File: src/rtl/sdr_pkg.sv
package sdr_pkg;

   typedef enum logic [2:0] {
      MODE_NORMAL    = 3'd0,
      MODE_NOP       = 3'd1,
      MODE_PRECHARGE = 3'd2,
      MODE_AUTOREF   = 3'd3,
      MODE_LOADMODE  = 3'd4
   } sdr_mode_e;

   // command encodings on {cs_n, ras_n, cas_n, we_n}
   localparam logic [3:0] CMD_IDLE = 4'b1111;
   localparam logic [3:0] CMD_NOP  = 4'b0111;
   localparam logic [3:0] CMD_PRE  = 4'b0010;
   localparam logic [3:0] CMD_REF  = 4'b0001;
   localparam logic [3:0] CMD_LMR  = 4'b0000;
   localparam logic [3:0] CMD_RD   = 4'b0101;
   localparam logic [3:0] CMD_WR   = 4'b0100;

   localparam logic [1:0] RA_CFG   = 2'd0;
   localparam logic [1:0] RA_MODE  = 2'd1;
   localparam logic [1:0] RA_TIMER = 2'd2;
   localparam logic [1:0] RA_SIZE  = 2'd3;

   typedef struct packed {
      logic [3:0] t_xsr;
      logic [3:0] t_ras;
      logic [3:0] t_rcd;
      logic [3:0] t_rp;
      logic [3:0] t_rc;
      logic [3:0] t_wr;
      logic [1:0] cas;
      logic       bus16;
      logic       bank_f;
      logic [1:0] row_f;
      logic [1:0] col_f;
   } sdr_cfg_t;

   function automatic logic [5:0] size_log2(input sdr_cfg_t c);
      return 6'(c.col_f) + 6'd8 + 6'(c.row_f) + 6'd11 + 6'(c.bank_f) + 6'd1
             + (c.bus16 ? 6'd1 : 6'd2);
   endfunction

endpackage

File: src/rtl/sdr_cfg_regs.sv
module sdr_cfg_regs
   import sdr_pkg::*;
#(
   parameter int TMR_W = 16
) (
   input  logic             clk,
   input  logic             rst_n,
   input  logic             reg_wr,
   input  logic [1:0]       reg_addr,
   input  logic [31:0]      reg_wdata,
   output logic [31:0]      reg_rdata,
   output sdr_mode_e        mode_o,
   output logic [1:0]       col_f_o,
   output logic [1:0]       row_f_o,
   output logic             bank_f_o,
   output logic [1:0]       cas_o,
   output logic [3:0]       trp_o,
   output logic [3:0]       trc_o,
   output logic [TMR_W-1:0] period_o,
   output logic [31:0]      dev_bytes_o
);

   if (TMR_W < 2 || TMR_W > 32) begin : g_bad_tmr_w
      $error("sdr_cfg_regs: TMR_W must lie in 2..32");
   end

   sdr_cfg_t         cfg_q;
   sdr_mode_e        mode_q;
   logic [TMR_W-1:0] period_q;
   logic [31:0]      bytes;

   always_ff @(posedge clk or negedge rst_n) begin
      if (!rst_n) begin
         cfg_q    <= '0;
         mode_q   <= MODE_NORMAL;
         period_q <= '0;
      end else if (reg_wr) begin
         case (reg_addr)
            RA_CFG:   cfg_q <= sdr_cfg_t'(reg_wdata);
            RA_MODE:  if (reg_wdata[2:0] <= 3'd4) mode_q <= sdr_mode_e'(reg_wdata[2:0]);
            RA_TIMER: period_q <= reg_wdata[TMR_W-1:0];
            default:  ;
         endcase
      end
   end

   assign bytes = 32'd1 << size_log2(cfg_q);

   always_comb begin
      case (reg_addr)
         RA_CFG:   reg_rdata = cfg_q;
         RA_MODE:  reg_rdata = {29'd0, mode_q};
         RA_TIMER: reg_rdata = 32'(period_q);
         default:  reg_rdata = bytes;
      endcase
   end

   assign mode_o      = mode_q;
   assign col_f_o     = cfg_q.col_f;
   assign row_f_o     = cfg_q.row_f;
   assign bank_f_o    = cfg_q.bank_f;
   assign cas_o       = cfg_q.cas;
   assign trp_o       = cfg_q.t_rp;
   assign trc_o       = cfg_q.t_rc;
   assign period_o    = period_q;
   assign dev_bytes_o = bytes;

   // stored code never leaves the legal set
   assert_mode_legal_R2: assert property (@(posedge clk) disable iff (!rst_n)
      (3'(mode_q) <= 3'd4));

endmodule

File: src/rtl/sdr_refresh_timer.sv
module sdr_refresh_timer #(
   parameter int TMR_W = 16
) (
   input  logic             clk,
   input  logic             rst_n,
   input  logic [TMR_W-1:0] period_i,
   input  logic             restart_i,
   input  logic             grant_i,
   output logic             pending_o
);

   logic [TMR_W-1:0] tick_q;
   logic             due_q;

   always_ff @(posedge clk or negedge rst_n) begin
      if (!rst_n) begin
         tick_q <= '0;
         due_q  <= 1'b0;
      end else if (period_i == '0) begin
         tick_q <= '0;
         due_q  <= 1'b0;
      end else begin
         if (grant_i) due_q <= 1'b0;
         if (restart_i) begin
            tick_q <= '0;
         end else if (tick_q >= period_i - TMR_W'(1)) begin
            tick_q <= '0;
            due_q  <= 1'b1;
         end else begin
            tick_q <= tick_q + TMR_W'(1);
         end
      end
   end

   assign pending_o = due_q;

   // a zero interval held for a cycle leaves nothing pending
   assert_refresh_off_R9: assert property (@(posedge clk) disable iff (!rst_n)
      ((period_i == '0) && ($past(period_i) == '0)) |-> !due_q);

endmodule

File: src/rtl/sdr_cmd_issuer.sv
module sdr_cmd_issuer
   import sdr_pkg::*;
#(
   parameter int         ADDR_W     = 28,
   parameter int         A_W        = 13,
   parameter logic [2:0] BURST_CODE = 3'b010,
   parameter int         CNT_W      = 4
) (
   input  logic              clk,
   input  logic              rst_n,
   input  sdr_mode_e         mode_i,
   input  logic [1:0]        col_f_i,
   input  logic [1:0]        row_f_i,
   input  logic              bank_f_i,
   input  logic [1:0]        cas_i,
   input  logic [CNT_W-1:0]  trp_i,
   input  logic [CNT_W-1:0]  trc_i,
   input  logic              ref_pend_i,
   input  logic              host_req_i,
   input  logic              host_we_i,
   input  logic [ADDR_W-1:0] host_addr_i,
   output logic [3:0]        cmd_o,
   output logic [A_W-1:0]    a_o,
   output logic [1:0]        ba_o,
   output logic              wait_o,
   output logic              grant_o
);

   localparam int PRE_BIT = 10;

   logic [CNT_W-1:0] cnt_q, ld_val;
   logic [3:0]       cmd_q, cmd_d;
   logic [A_W-1:0]   a_q, a_d, a_norm, a_lmr, a_pre;
   logic [1:0]       ba_q, ba_d, ba_norm;
   logic [4:0]       col_n, row_n, bank_sh;
   logic             busy, accept, grant, load;

   assign busy   = (cnt_q != '0);
   assign grant  = ref_pend_i && !busy;
   assign accept = host_req_i && !busy && !ref_pend_i;

   assign col_n   = 5'(col_f_i) + 5'd8;
   assign row_n   = 5'(row_f_i) + 5'd11;
   assign bank_sh = col_n + row_n;

   assign a_norm     = host_addr_i[A_W-1:0] & ~({A_W{1'b1}} << col_n);
   assign ba_norm[0] = host_addr_i[bank_sh];
   assign ba_norm[1] = bank_f_i & host_addr_i[bank_sh + 5'd1];

   always_comb begin
      a_lmr      = '0;
      a_lmr[2:0] = BURST_CODE;
      a_lmr[6:4] = {1'b0, cas_i};
      a_pre          = '0;
      a_pre[PRE_BIT] = 1'b1;
   end

   always_comb begin
      cmd_d  = CMD_IDLE;
      a_d    = '0;
      ba_d   = '0;
      load   = 1'b0;
      ld_val = '0;
      if (grant) begin
         cmd_d  = CMD_REF;
         load   = 1'b1;
         ld_val = trc_i;
      end else if (accept) begin
         case (mode_i)
            MODE_NORMAL: begin
               cmd_d = host_we_i ? CMD_WR : CMD_RD;
               a_d   = a_norm;
               ba_d  = ba_norm;
            end
            MODE_NOP: if (host_we_i) cmd_d = CMD_NOP;
            MODE_PRECHARGE: if (host_we_i) begin
               cmd_d  = CMD_PRE;
               a_d    = a_pre;
               load   = 1'b1;
               ld_val = trp_i;
            end
            MODE_AUTOREF: if (host_we_i) begin
               cmd_d  = CMD_REF;
               load   = 1'b1;
               ld_val = trc_i;
            end
            MODE_LOADMODE: if (host_we_i) begin
               cmd_d = CMD_LMR;
               a_d   = a_lmr;
            end
            default: ;
         endcase
      end
   end

   always_ff @(posedge clk or negedge rst_n) begin
      if (!rst_n) begin
         cnt_q <= '0;
         cmd_q <= CMD_IDLE;
         a_q   <= '0;
         ba_q  <= '0;
      end else begin
         cmd_q <= cmd_d;
         a_q   <= a_d;
         ba_q  <= ba_d;
         if (load)      cnt_q <= ld_val;
         else if (busy) cnt_q <= cnt_q - CNT_W'(1);
      end
   end

   assign cmd_o   = cmd_q;
   assign a_o     = a_q;
   assign ba_o    = ba_q;
   assign wait_o  = busy | ref_pend_i;
   assign grant_o = grant;

   // a command only follows a cycle with no recovery count running
   assert_no_cmd_in_recovery_R6: assert property (@(posedge clk) disable iff (!rst_n)
      (cmd_q != CMD_IDLE) |-> ($past(cnt_q) == '0));

   // precharge-all carries A10 and bank zero
   assert_pre_all_a10_R4: assert property (@(posedge clk) disable iff (!rst_n)
      (cmd_q == CMD_PRE) |-> (a_q[PRE_BIT] && (ba_q == 2'b00)));

   // mode load uses controller-generated fields
   assert_lmr_fields_R5: assert property (@(posedge clk) disable iff (!rst_n)
      (cmd_q == CMD_LMR) |-> ((ba_q == 2'b00) && (a_q[6:4] == {1'b0, $past(cas_i)})
                              && (a_q[2:0] == BURST_CODE)));

   // plain reads and writes only come from normal mode
   assert_rw_from_normal_R8: assert property (@(posedge clk) disable iff (!rst_n)
      ((cmd_q == CMD_RD) || (cmd_q == CMD_WR)) |-> ($past(mode_i) == MODE_NORMAL));

   // a due and unblocked refresh goes out on the next cycle
   assert_refresh_first_R10: assert property (@(posedge clk) disable iff (!rst_n)
      (cmd_q != CMD_REF) |-> !$past(ref_pend_i && (cnt_q == '0)));

endmodule

File: src/rtl/sdram_cmd_front.sv
module sdram_cmd_front
   import sdr_pkg::*;
#(
   parameter int         ADDR_W     = 28,
   parameter int         A_W        = 13,
   parameter int         TMR_W      = 16,
   parameter logic [2:0] BURST_CODE = 3'b010,
   parameter bit         REFRESH_EN = 1'b1
) (
   input  logic              clk,
   input  logic              rst_n,
   input  logic              reg_wr,
   input  logic [1:0]        reg_addr,
   input  logic [31:0]       reg_wdata,
   output logic [31:0]       reg_rdata,
   input  logic              host_req,
   input  logic              host_we,
   input  logic [ADDR_W-1:0] host_addr,
   output logic              host_wait,
   output logic              sd_cs_n,
   output logic              sd_ras_n,
   output logic              sd_cas_n,
   output logic              sd_we_n,
   output logic [A_W-1:0]    sd_a,
   output logic [1:0]        sd_ba,
   output logic [31:0]       dev_bytes
);

   localparam int MAX_GEOM_BITS = 11 + 14 + 2;
   localparam int CNT_W         = 4;

   if (A_W < 11) begin : g_bad_a_w
      $error("sdram_cmd_front: A_W must hold A10 and 11 column bits");
   end
   if (ADDR_W < MAX_GEOM_BITS || ADDR_W < A_W) begin : g_bad_addr_w
      $error("sdram_cmd_front: ADDR_W too narrow for the largest geometry");
   end

   sdr_mode_e        mode;
   logic [1:0]       col_f, row_f, cas;
   logic             bank_f, ref_pend, ref_grant, tmr_restart;
   logic [CNT_W-1:0] trp, trc;
   logic [TMR_W-1:0] period;
   logic [3:0]       cmd;

   sdr_cfg_regs #(.TMR_W(TMR_W)) u_regs (
      .clk         (clk),
      .rst_n       (rst_n),
      .reg_wr      (reg_wr),
      .reg_addr    (reg_addr),
      .reg_wdata   (reg_wdata),
      .reg_rdata   (reg_rdata),
      .mode_o      (mode),
      .col_f_o     (col_f),
      .row_f_o     (row_f),
      .bank_f_o    (bank_f),
      .cas_o       (cas),
      .trp_o       (trp),
      .trc_o       (trc),
      .period_o    (period),
      .dev_bytes_o (dev_bytes)
   );

   assign tmr_restart = reg_wr && (reg_addr == RA_TIMER);

   if (REFRESH_EN) begin : g_refresh
      sdr_refresh_timer #(.TMR_W(TMR_W)) u_timer (
         .clk       (clk),
         .rst_n     (rst_n),
         .period_i  (period),
         .restart_i (tmr_restart),
         .grant_i   (ref_grant),
         .pending_o (ref_pend)
      );
   end else begin : g_no_refresh
      assign ref_pend = 1'b0;
   end

   sdr_cmd_issuer #(
      .ADDR_W     (ADDR_W),
      .A_W        (A_W),
      .BURST_CODE (BURST_CODE),
      .CNT_W      (CNT_W)
   ) u_issuer (
      .clk         (clk),
      .rst_n       (rst_n),
      .mode_i      (mode),
      .col_f_i     (col_f),
      .row_f_i     (row_f),
      .bank_f_i    (bank_f),
      .cas_i       (cas),
      .trp_i       (trp),
      .trc_i       (trc),
      .ref_pend_i  (ref_pend),
      .host_req_i  (host_req),
      .host_we_i   (host_we),
      .host_addr_i (host_addr),
      .cmd_o       (cmd),
      .a_o         (sd_a),
      .ba_o        (sd_ba),
      .wait_o      (host_wait),
      .grant_o     (ref_grant)
   );

   assign {sd_cs_n, sd_ras_n, sd_cas_n, sd_we_n} = cmd;

endmodule

File: config.mk
export PLATFORM = sky130hd
export DESIGN_NAME = sdram_cmd_front
export DESIGN_NICKNAME = d
export VERILOG_FILES = /design/src/rtl/sdr_pkg.sv /design/src/rtl/sdr_cfg_regs.sv /design/src/rtl/sdr_refresh_timer.sv /design/src/rtl/sdr_cmd_issuer.sv /design/src/rtl/sdram_cmd_front.sv
export SDC_FILE = /design/constraint.sdc
export NUM_CORES = 1
export LEC_CHECK = 0
export BUFFER_PORTS_ARGS = -buffer_cell sky130_fd_sc_hd__clkbuf_2
export CORE_ASPECT_RATIO = 0.7
export CORE_MARGIN = 4
export CORE_UTILIZATION = 53
export DETAILED_ROUTE_END_ITERATION = 8
export GPL_TIMING_DRIVEN = 0
export PLACE_DENSITY = 0.79
export SLEW_MARGIN = 20
export SYNTH_ARGS = -nofsm -noshare
export SYNTH_HDL_FRONTEND = slang
export SYNTH_SLANG_ARGS = --single-unit
File: constraint.sdc
create_clock -name clk -period 3.8 [get_ports clk]
set_input_delay 0.76 -clock clk [delete_from_list [all_inputs] [get_ports clk]]
set_output_delay 0.76 -clock clk [all_outputs]
set_load 0.02 [all_outputs]
**After elaboration in Yosys (flattened, before gate mapping)**

Cells that the tools add are included.
W data, S select, Z words.

- $add $sub $neg: 13
- Order comparisons: 4
- Eq/ne operators: 6
- Shift-type cells: 2
- Muxes and demuxes: 40
- Bitwise logic cells: 4
- Reduce and logical (&&, ||, !) cells: 15

Operator list:

| cell | count |
|---|---|
| $pmux W32 S3 | 1 |
| $mux W16 | 3 |
| $mux W4 | 12 |
| $pmux W13 S3 | 1 |
| $shl A1 B6 Y32 const A | 1 |
| $mux W13 | 2 |
| $pmux W4 S5 | 1 |
| $add A16 B1 Y16 const B | 1 |
| $ge A16 B16 Y1 | 1 |
| $logic_not A16 Y1 | 1 |
| $sub A16 B1 Y16 const B | 1 |
| $add A2 B4 Y5 const B | 3 |
| $and A13 B13 Y13 | 1 |
| $not A13 Y13 | 1 |
| $shl A13 B5 Y13 const A | 1 |
| $lt A5 B6 Y1 const B | 2 |
| $mux W1 | 11 |
| $mux W11 | 1 |
| $bmux W1 S5 | 2 |
| $mux W2 | 4 |
| $pmux W4 S2 | 1 |
| $add A6 B1 Y6 | 1 |
| $add A6 B1 Y6 const B | 1 |
| $add A6 B2 Y6 | 1 |
| other kinds (23) | 29 |

- Flip-flop bits (word level): 91
- Output and inout port bits: 84

**Longest topological paths before layout**

Gate-level depths: netlist (run 1).

- Depth after elaboration: 9
- Mapped depth: 15
- Gate-level depth less buffers: 13

**Modules after synthesis**

From an unflattened synthesis (run 1), not the netlist that was laid out.

- Cells, all modules: 565
- Area, all modules: 5995.8 um^2

By module, submodules not included:

| module | instances | cells each | area each (um^2) |
|---|---|---|---|
| sdr_cfg_regs | 1 | 259 | 3090.5 |
| sdr_cmd_issuer | 1 | 148 | 1515.2 |
| sdr_refresh_timer | 1 | 157 | 1381.3 |
| sdram_cmd_front | 1 | 1 | 8.8 |

**Worst setup path before layout (run 1)**

OpenSTA, ideal clock, no wires.

- Path type: reg-to-output
- Start: register u_regs.cfg_q (netlist bit u_regs.col_f_o[1])
- End: output reg_rdata[24]
- Arrival time: 2.652 ns
- Path slack: 0.388 ns
- Cell stages (with the launch flop): 7
- Buffers on the path: 0
- Cells stage by stage: dfrtp_1 > inv_1 > fa_1 > inv_1 > fa_1 > mux2_2 > o41ai_1

- Word-level cells in the longest chain between the ends: 8

Ends and longest elaborated chain:

| element | line | source |
|---|---|---|
| start, declared | sdr_cfg_regs.sv:27 | `sdr_cfg_t cfg_q;` |
| start signal, assigned | sdr_cfg_regs.sv:39 | `RA_CFG: cfg_q <= sdr_cfg_t'(reg_wdata);` |
| $add A2 B4 Y5 | sdr_pkg.sv:40 | `return 6'(c.col_f) + 6'd8 + 6'(c.row_f) + 6'd11 + 6'(c.bank_f) + 6'd1` |
| $add A6 B2 Y6 | sdr_pkg.sv:40 |  |
| $add A6 B4 Y6 | sdr_pkg.sv:40 |  |
| $add A6 B1 Y6 (2 in a row) | sdr_pkg.sv:40 |  |
| $add A6 B6 Y6 | sdr_pkg.sv:41 | `+ (c.bus16 ? 6'd1 : 6'd2);` |
| $shl A1 B6 Y32 | sdr_cfg_regs.sv:47 | `assign bytes = 32'd1 << size_log2(cfg_q);` |
| $pmux W32 S3 | sdr_cfg_regs.sv:50 | `case (reg_addr)` |
| end, declared | sdram_cmd_front.sv:15 | `output logic [31:0] reg_rdata,` |

No other way between the ends.

**Final worst setup path (run 1)**

- Start: register u_regs.cfg_q (netlist bit u_regs.bank_f_o)
- End: output reg_rdata[18]

- Word-level cells in the longest chain between the ends: 5

Ends and longest elaborated chain:

| element | line |
|---|---|
| $add A6 B1 Y6 (2 in a row) | sdr_pkg.sv:40 |
| $add A6 B6 Y6 | sdr_pkg.sv:41 |
| $shl A1 B6 Y32 | sdr_cfg_regs.sv:47 |
| $pmux W32 S3 | sdr_cfg_regs.sv:50 |

No other way between the ends.

==> impl_metrics.yaml, run 1 <==
run_status:
  status: "finished clean"
cells_and_area:
  areaGrowthSynthToFinish_pct: 22.3
  final_nets: 805
  drive_gt1_share_pct: 35.5
  final_area_um2: 6830
  diodes: 0
timing:
  fin_setup_tns_ns: 0
  hold_slack_ns: 0.483
  slew_violations: 0
  min_period_over_period_pct: 97.9
  hold_viol: 0
  min_period_ns: 3.72
  layout_setup_ws_ns: 0.0803
  fmax_ghz: 0.269
  clock_skew_ns: 0.00542
  setup_viol_count_final: 0
  worstMarginPinSlew_ns: 0.717
  slew_headroom_pct: 52.2
clock_network:
  cts-root-buf: "clkbuf_16"
  clk-insertion-delay-late_ns: 0.34
  numClockSinks: 89
  clkSlewWorstSetupHoldPaths_ns: 0.07
  cts_buffers: 9
  hold_buffers: 0
  cts.htree.levels: 3
  cts_tree: "yes"
  clockBufferDepth: 2
critical_path:
  crit_fanout: 5
  rr_worst_depth: 13
  required_ns: 3.04
  crit_arrival_ns: 2.96
  ff2ff_setup_slack_ns: 0.29
  criticalPathCategory: "reg2out"
  end_kind: "output port"
  startpoint_type: "register"
synthesis:
  synth-edff-count: 0
  synth-seq-area-share_pct: 40.0
  synth_ff_type: "dfrtp_1"
  ys_top_cells_by_count: "dfrtp_1, nor2_1, nand2_1, mux2_2, ha_1"
  yosysUniqueCellTypes: 68
  synth_area_leaders: "dfrtp_1, mux2_2, ha_1, mux2i_1, nor2_1"
  netlist_area_um2: 5590
  yosys_warnings: 0
  synth.most_common_cell: "dfrtp_1"
  synthArstFlopShare_pct: 100
  synth_top_cell_by_area: "dfrtp_1"
  ys_ff_latch: 89
  synthCells: 550
  avgSynthCellArea_um2: 10.2
  yosysTopAreaCellShare_pct: 38.1
floorplanning:
  rows: 31
  dieWidth_um: 131
  core_area_um2: 10300
  io_pins: 151
  fp.dieH_um: 93.9
  die_area_um2: 12300
  initial_utilization_pct: 54.1
power_and_ir_drop:
  p_seq_share_pct: 33.7
  swShare_pct: 39.6
  combinationalPowerShare_pct: 42.9
  internal-power_w: 0.00229
  powerDensity_nw_per_um2: 555
  switching_power_w: 0.00150
  p_leak_nw: 3.32
  ir_drop_uv: 289
  power_frac_clock_pct: 23.5
  finalPower_w: 0.00379
global_routing:
  gr-usage-all-layers_pct: 24.7
  overflow: 0
  grt_pass1_vias: 4825
  grt_max_degree: 90
  antenna_found_initial: 0
  grt_pass1_wl_mm: 24.0
placement:
  placed_cell_area_um2: 6460
  place_congestion: 0.871
  portBuffers: 127
  dp_slack_ns: 0.242
  dpl.hpwl_mm: 11.4
drt:
  num_vias: 4815
  wl_mm: 14.8
  dr.pass1.iters: 5
  drc: 0
  wl_per_cell_um: 17.5
  first_iter_violations: 408
  drt.antenna.violating_nets: 0
  vias_per_cell: 5.70
hold_path:
  min_path_type: "reg2reg"
  holdPathStages: 1
job:
  maxCapViolCount: 0
==> cell families after synthesis <==
group                    count (synthesis)  synth area share [%]
buffers and inverters                   63                  5.87
multiplexers                            77                  16.6
flip-flops                              89                  40.0
adder cells (fa/ha/maj)                 30                  7.12
AND/OR/NAND/NOR                        191                  18.1
XOR/XNOR                                29                  4.55
AO/OA/AOI/OAI                           70                  7.82
other                                    1                0.0671
==> layer usage <==
metal	vias up	global-route usage [%]	routed length (um)
li1	2236	-	-
met1	2377	36.3	6800
met2	182	37.5	6850
met3	20	4.77	950
met4	0	6.25	189
met5	-	0	0
==> power by group through the flow <==
stage | logic, W | registers (W) | clock network, W
after floorplan | 0.00115 | 0.00123 | 0
after global placement | 0.00149 | 0.00127 | 0
after detailed placement | 0.00156 | 0.00128 | 0
after CTS | 0.00158 | 0.00127 | 0.000912
after global routing | 0.00178 | 0.00129 | 0.000946
final | 0.00163 | 0.00128 | 0.000890
==> what timing repair did <==
item                                   CTS  global route
endpoints found under the hold margin    0             0
setup buffers                            0             3
resized for setup                        4            15
setup endpoints to repair                6            28
==> area by class of cell <==
class / instances / area (um2)
fillers: 816 / 3490
multi-input cells: 415 / 3130
clock buffers: 10 / 229
inverters: 21 / 78.8
well taps: 132 / 165
repair buffers: 130 / 672
plain buffers: 42 / 253
clock inverters: 6 / 68.8
flip-flops and latches: 89 / 2230
==> state kept, by name, indices dropped and copies added, names as in the netlist <==
signal                       cells
g_refresh.u_timer.pending_o      1
g_refresh.u_timer.tick_q        16
u_issuer.a_o                    11
u_issuer.ba_o                    2
u_issuer.cmd_o                   4
u_issuer.cnt_q                   4
u_regs.bank_f_o                  1
u_regs.cas_o                     2
u_regs.cfg_q                    17
u_regs.col_f_o                   2
u_regs.mode_o                    3
u_regs.period_o                 16
u_regs.row_f_o                   2
u_regs.trc_o                     4
u_regs.trp_o                     4
==> worst max-delay path, stage by stage, from the launching register on <==
cell and delay (ns):
dfrtp_2 0.46, fa_1 0.48, ha_1 0.22, fa_1 0.54, nand2b_1 0.14, or2_2 0.37, o21ai_0 0.20, buf_2 0.20
==> path summary, 6_finish.rpt <==
kind | startpoint | to
max | u_regs.bank_f_o$_DFFE_PN0P_ | reg_rdata[18]
max reg2reg | u_regs.period_o[1]$_DFFE_PN0P_ | g_refresh.u_timer.tick_q[9]$_DFF_PN0_
min in group asynchronous | rst_n | u_issuer.a_o[4]$_DFF_PN0_
min reg2reg | g_refresh.u_timer.tick_q[0]$_DFF_PN0_ | g_refresh.u_timer.tick_q[0]$_DFF_PN0_
max in group asynchronous | rst_n | u_regs.bank_f_o$_DFFE_PN0P_
min | g_refresh.u_timer.tick_q[0]$_DFF_PN0_ | g_refresh.u_timer.tick_q[0]$_DFF_PN0_
==> per-stage QoR <==
| step | instances | utilization (%) |
|---|---|---|
| after CTS | 842 | 65.6 |
| after global routing | 845 | 66.2 |
| after global placement | 826 | 62.5 |
| final | 845 | 66.2 |
| after floorplan | 567 | - |
| after detailed placement | 826 | 62.6 |
==> cells in the final DEF, fill, tap and decap left out, types with 3 or more instances in the layout <==
cell type     n
clkbuf_2    123
dfrtp_1      83
nor2_1       48
nand2_1      47
mux2_2       41
ha_1         27
nor3_1       25
buf_4        25
inv_1        20
mux2i_1      20
o21ai_0      18
xnor2_1      18
conb_1       18
a21oi_1      13
clkbuf_1     13
nand3_1      11
xor2_1       11
o21ai_1      10
mux2_1        9
clkbuf_16     9
buf_2         8
and2_1        7
nand2b_1      6
mux4_2        6
and2_2        6
nand4_1       5
a31oi_1       5
and3_1        4
clkinvlp_4    4
dfstp_2       4
or2_2         3
nor2b_1       3
and3_2        3
a21o_1        3
fa_1          3
(Power assumes the default switching activity.)
==> run 2: changes to the inputs <==
- CORE_UTILIZATION: 53 -> 55
- CTS_BUF_LIST: not set -> sky130_fd_sc_hd__clkbuf_2
- CTS_CLUSTER_SIZE: not set -> 40
- PLACE_DENSITY: 0.79 -> 0.82
==> run 2 against run 1 <==
Compared with the run above: the flow now finishes with violations (negative setup slack); utilization grew 6.2 points; setup slack lost 0.24 ns; clock-buffer cell count shrank 1; largest cell class unchanged; largest power group unchanged.
==> impl_metrics.yaml, run 2 (synthesized netlist as in run 1, its figures left out) <==
run_status:
  status: "complete, but fails checks"
  violations: "negative setup slack"
cells_and_area:
  diodes: 0
  drive_gt1_share_pct: 41.4
  layout_commonest_cell: "clkbuf_2"
  largest_reg_flops: 17
  layoutNonFillerInstCount: 858
  areaGrowthSynthToFinish_pct: 27.0
  nFillCells: 647
  final_nets: 823
  top_register: "u_regs.cfg_q"
  final_cell_mix: "clkbuf_2, dfrtp_1, buf_4, nand2_1, nor2_1"
  finish.utilization_pct: 72.4
power_and_ir_drop:
  ir_drop_uv: 314
  powerDensity_nw_per_um2: 553
  power_frac_clock_pct: 12.7
  combinationalPowerShare_pct: 54.9
  switching_power_w: 0.00170
  internal-power_w: 0.00223
  p_leak_nw: 3.44
  p_seq_share_pct: 32.5
  swShare_pct: 43.2
drt:
  dr.pass1.iters: 5
  num_vias: 5085
  wl_mm: 16.5
  wl_per_cell_um: 19.3
  drc: 0
  vias_per_cell: 5.93
  drt.antenna.violating_nets: 0
  first_iter_violations: 387
job:
  maxCapViolCount: 0
clock_network:
  clkSlewWorstSetupHoldPaths_ns: 0.24
  clk-insertion-delay-late_ns: 0.60
  numClockSinks: 89
  cts_tree: "yes"
  cts.htree.levels: 3
  clockBufferDepth: 2
  cts_buffers: 9
  cts-root-buf: "clkbuf_2"
timing:
  rsz0062_at_grt: "true"
  min_period_ns: 3.96
  layout_setup_ws_ns: -0.156
  hold_viol: 0
  slew_headroom_pct: 51.7
  slew_violations: 0
  fin_setup_tns_ns: -1.04
  min_period_over_period_pct: 104
  fmax_ghz: 0.253
  worstMarginPinSlew_ns: 0.725
  setup_viol_count_final: 15
  clock_skew_ns: 0.0253
floorplanning:
  core_area_um2: 9800
  fp.dieH_um: 92.3
  rows: 30
  die_area_um2: 11900
  io_pins: 151
  dieWidth_um: 128
  initial_utilization_pct: 57.0
critical_path:
  crit_chain: "inv_1 > fa_1 > inv_2 > fa_2 > buf_8 > nand4_1 > o21ai_2 > clkbuf_8"
  slowest_stage: "fa_2"
  crit_arrival_ns: 3.20
  startpoint_type: "register"
  required_ns: 3.04
  end_kind: "output port"
  criticalPathCategory: "reg2out"
  critPathMaxStageDelay_ns: 0.66
  crit_fanout: 6
global_routing:
  grt_pass1_wl_mm: 24.2
  grt_max_degree: 90
  grt_pass1_vias: 4804
  antenna_found_initial: 0
  overflow: 0
  gr-usage-all-layers_pct: 25.9
placement:
  dp.cells: 822
  dp_slack_ns: 0.130
  dpl.hpwl_mm: 11.4
  place_congestion: 0.949
  portBuffers: 127
hold_path:
  min_path_type: "in2async"
## run 2: cell types whose count changed in the layout (fill, tap and decap cells not counted), moves of 5 or more
cell       delta
buf_4        +30
buf_6        +10
clkbuf_16     -9
clkbuf_2     -14
o21ai_0       -7
o21ai_2       +5
## run 2: power by group through the flow
stage,logic (W),clock network (W),registers (W)
after global routing,0.00231,0.000542,0.00129
after global placement,0.00148,0,0.00127
after floorplan,0.00115,0,0.00123
after CTS,0.00170,0.000503,0.00126
after detailed placement,0.00155,0,0.00128
final,0.00215,0.000497,0.00127
## run 2: worst max-delay path: cells and delay by family, from the launching register on
kind / cells / cell delay (ns)
adder cells (fa/ha/maj): 2 / 1.21
AO/OA/AOI/OAI: 1 / 0.26
flip-flops: 1 / 0.41
buffers and inverters: 4 / 0.50
AND/OR/NAND/NOR: 1 / 0.24
## run 2: what timing repair did
item,CTS,global route
gates cloned,0,0
pin swaps,7,14
endpoints found under the hold margin,0,0
gates resized for setup,41,88
buffers inserted,7,15
hold buffers,0,0
setup endpoints to repair,24,41
## run 2: final timing paths
path                                           startpoint  slack (ns)  cells after the start                                     end
setup reg to reg           u_regs.period_o[0]$_DFFE_PN0P_        0.20                     14  g_refresh.u_timer.tick_q[13]$_DFF_PN0_
min in group clk                            reg_wdata[29]        0.35                      2            u_regs.cfg_q[29]$_DFFE_PN0P_
setup / recovery            u_regs.row_f_o[1]$_DFFE_PN0P_       -0.16                      8                           reg_rdata[19]
hold reg to reg              u_regs.cfg_q[29]$_DFFE_PN0P_        0.53                      1            u_regs.cfg_q[29]$_DFFE_PN0P_
max in group asynchronous                           rst_n        3.10                      1          u_regs.period_o[1]$_DFFE_PN0P_
hold / removal                                      rst_n        0.18                      1               u_issuer.a_o[4]$_DFF_PN0_
## run 2: through the flow
step / hold slack (ns) / area (um2) / power, W
floorplan: 0.454 / 5650 / 0.00238
global placement: 0.469 / 6450 / 0.00276
detailed placement: 0.475 / 6450 / 0.00284
CTS: 0.193 / 6720 / 0.00347
global route: 0.180 / 7100 / 0.00415
finish: 0.176 / 7100 / 0.00392
## run 2: metal layers
layer	routed length (um)	up-vias	GRT usage [%]	part of all wire, %
met4	737	0	9.54	4.5
met5	0	-	0	0
li1	-	2274	-	-
met1	6620	2437	36.7	40
met3	1620	61	6.22	9.8
met2	7550	313	38.6	46
## run 2: area by class of cell
type / count / area [um2] / share of cell area [%]
flip-flops and latches: 89 / 2240 / 31.5
repair buffers: 149 / 925 / 13.0
clock buffers: 9 / 45.0 / 0.635
clock inverters: 6 / 68.8 / 0.970
inverters: 21 / 78.8 / 1.11
multi-input cells: 415 / 3320 / 46.8
well taps: 128 / 160 / 2.26
plain buffers: 41 / 260 / 3.67
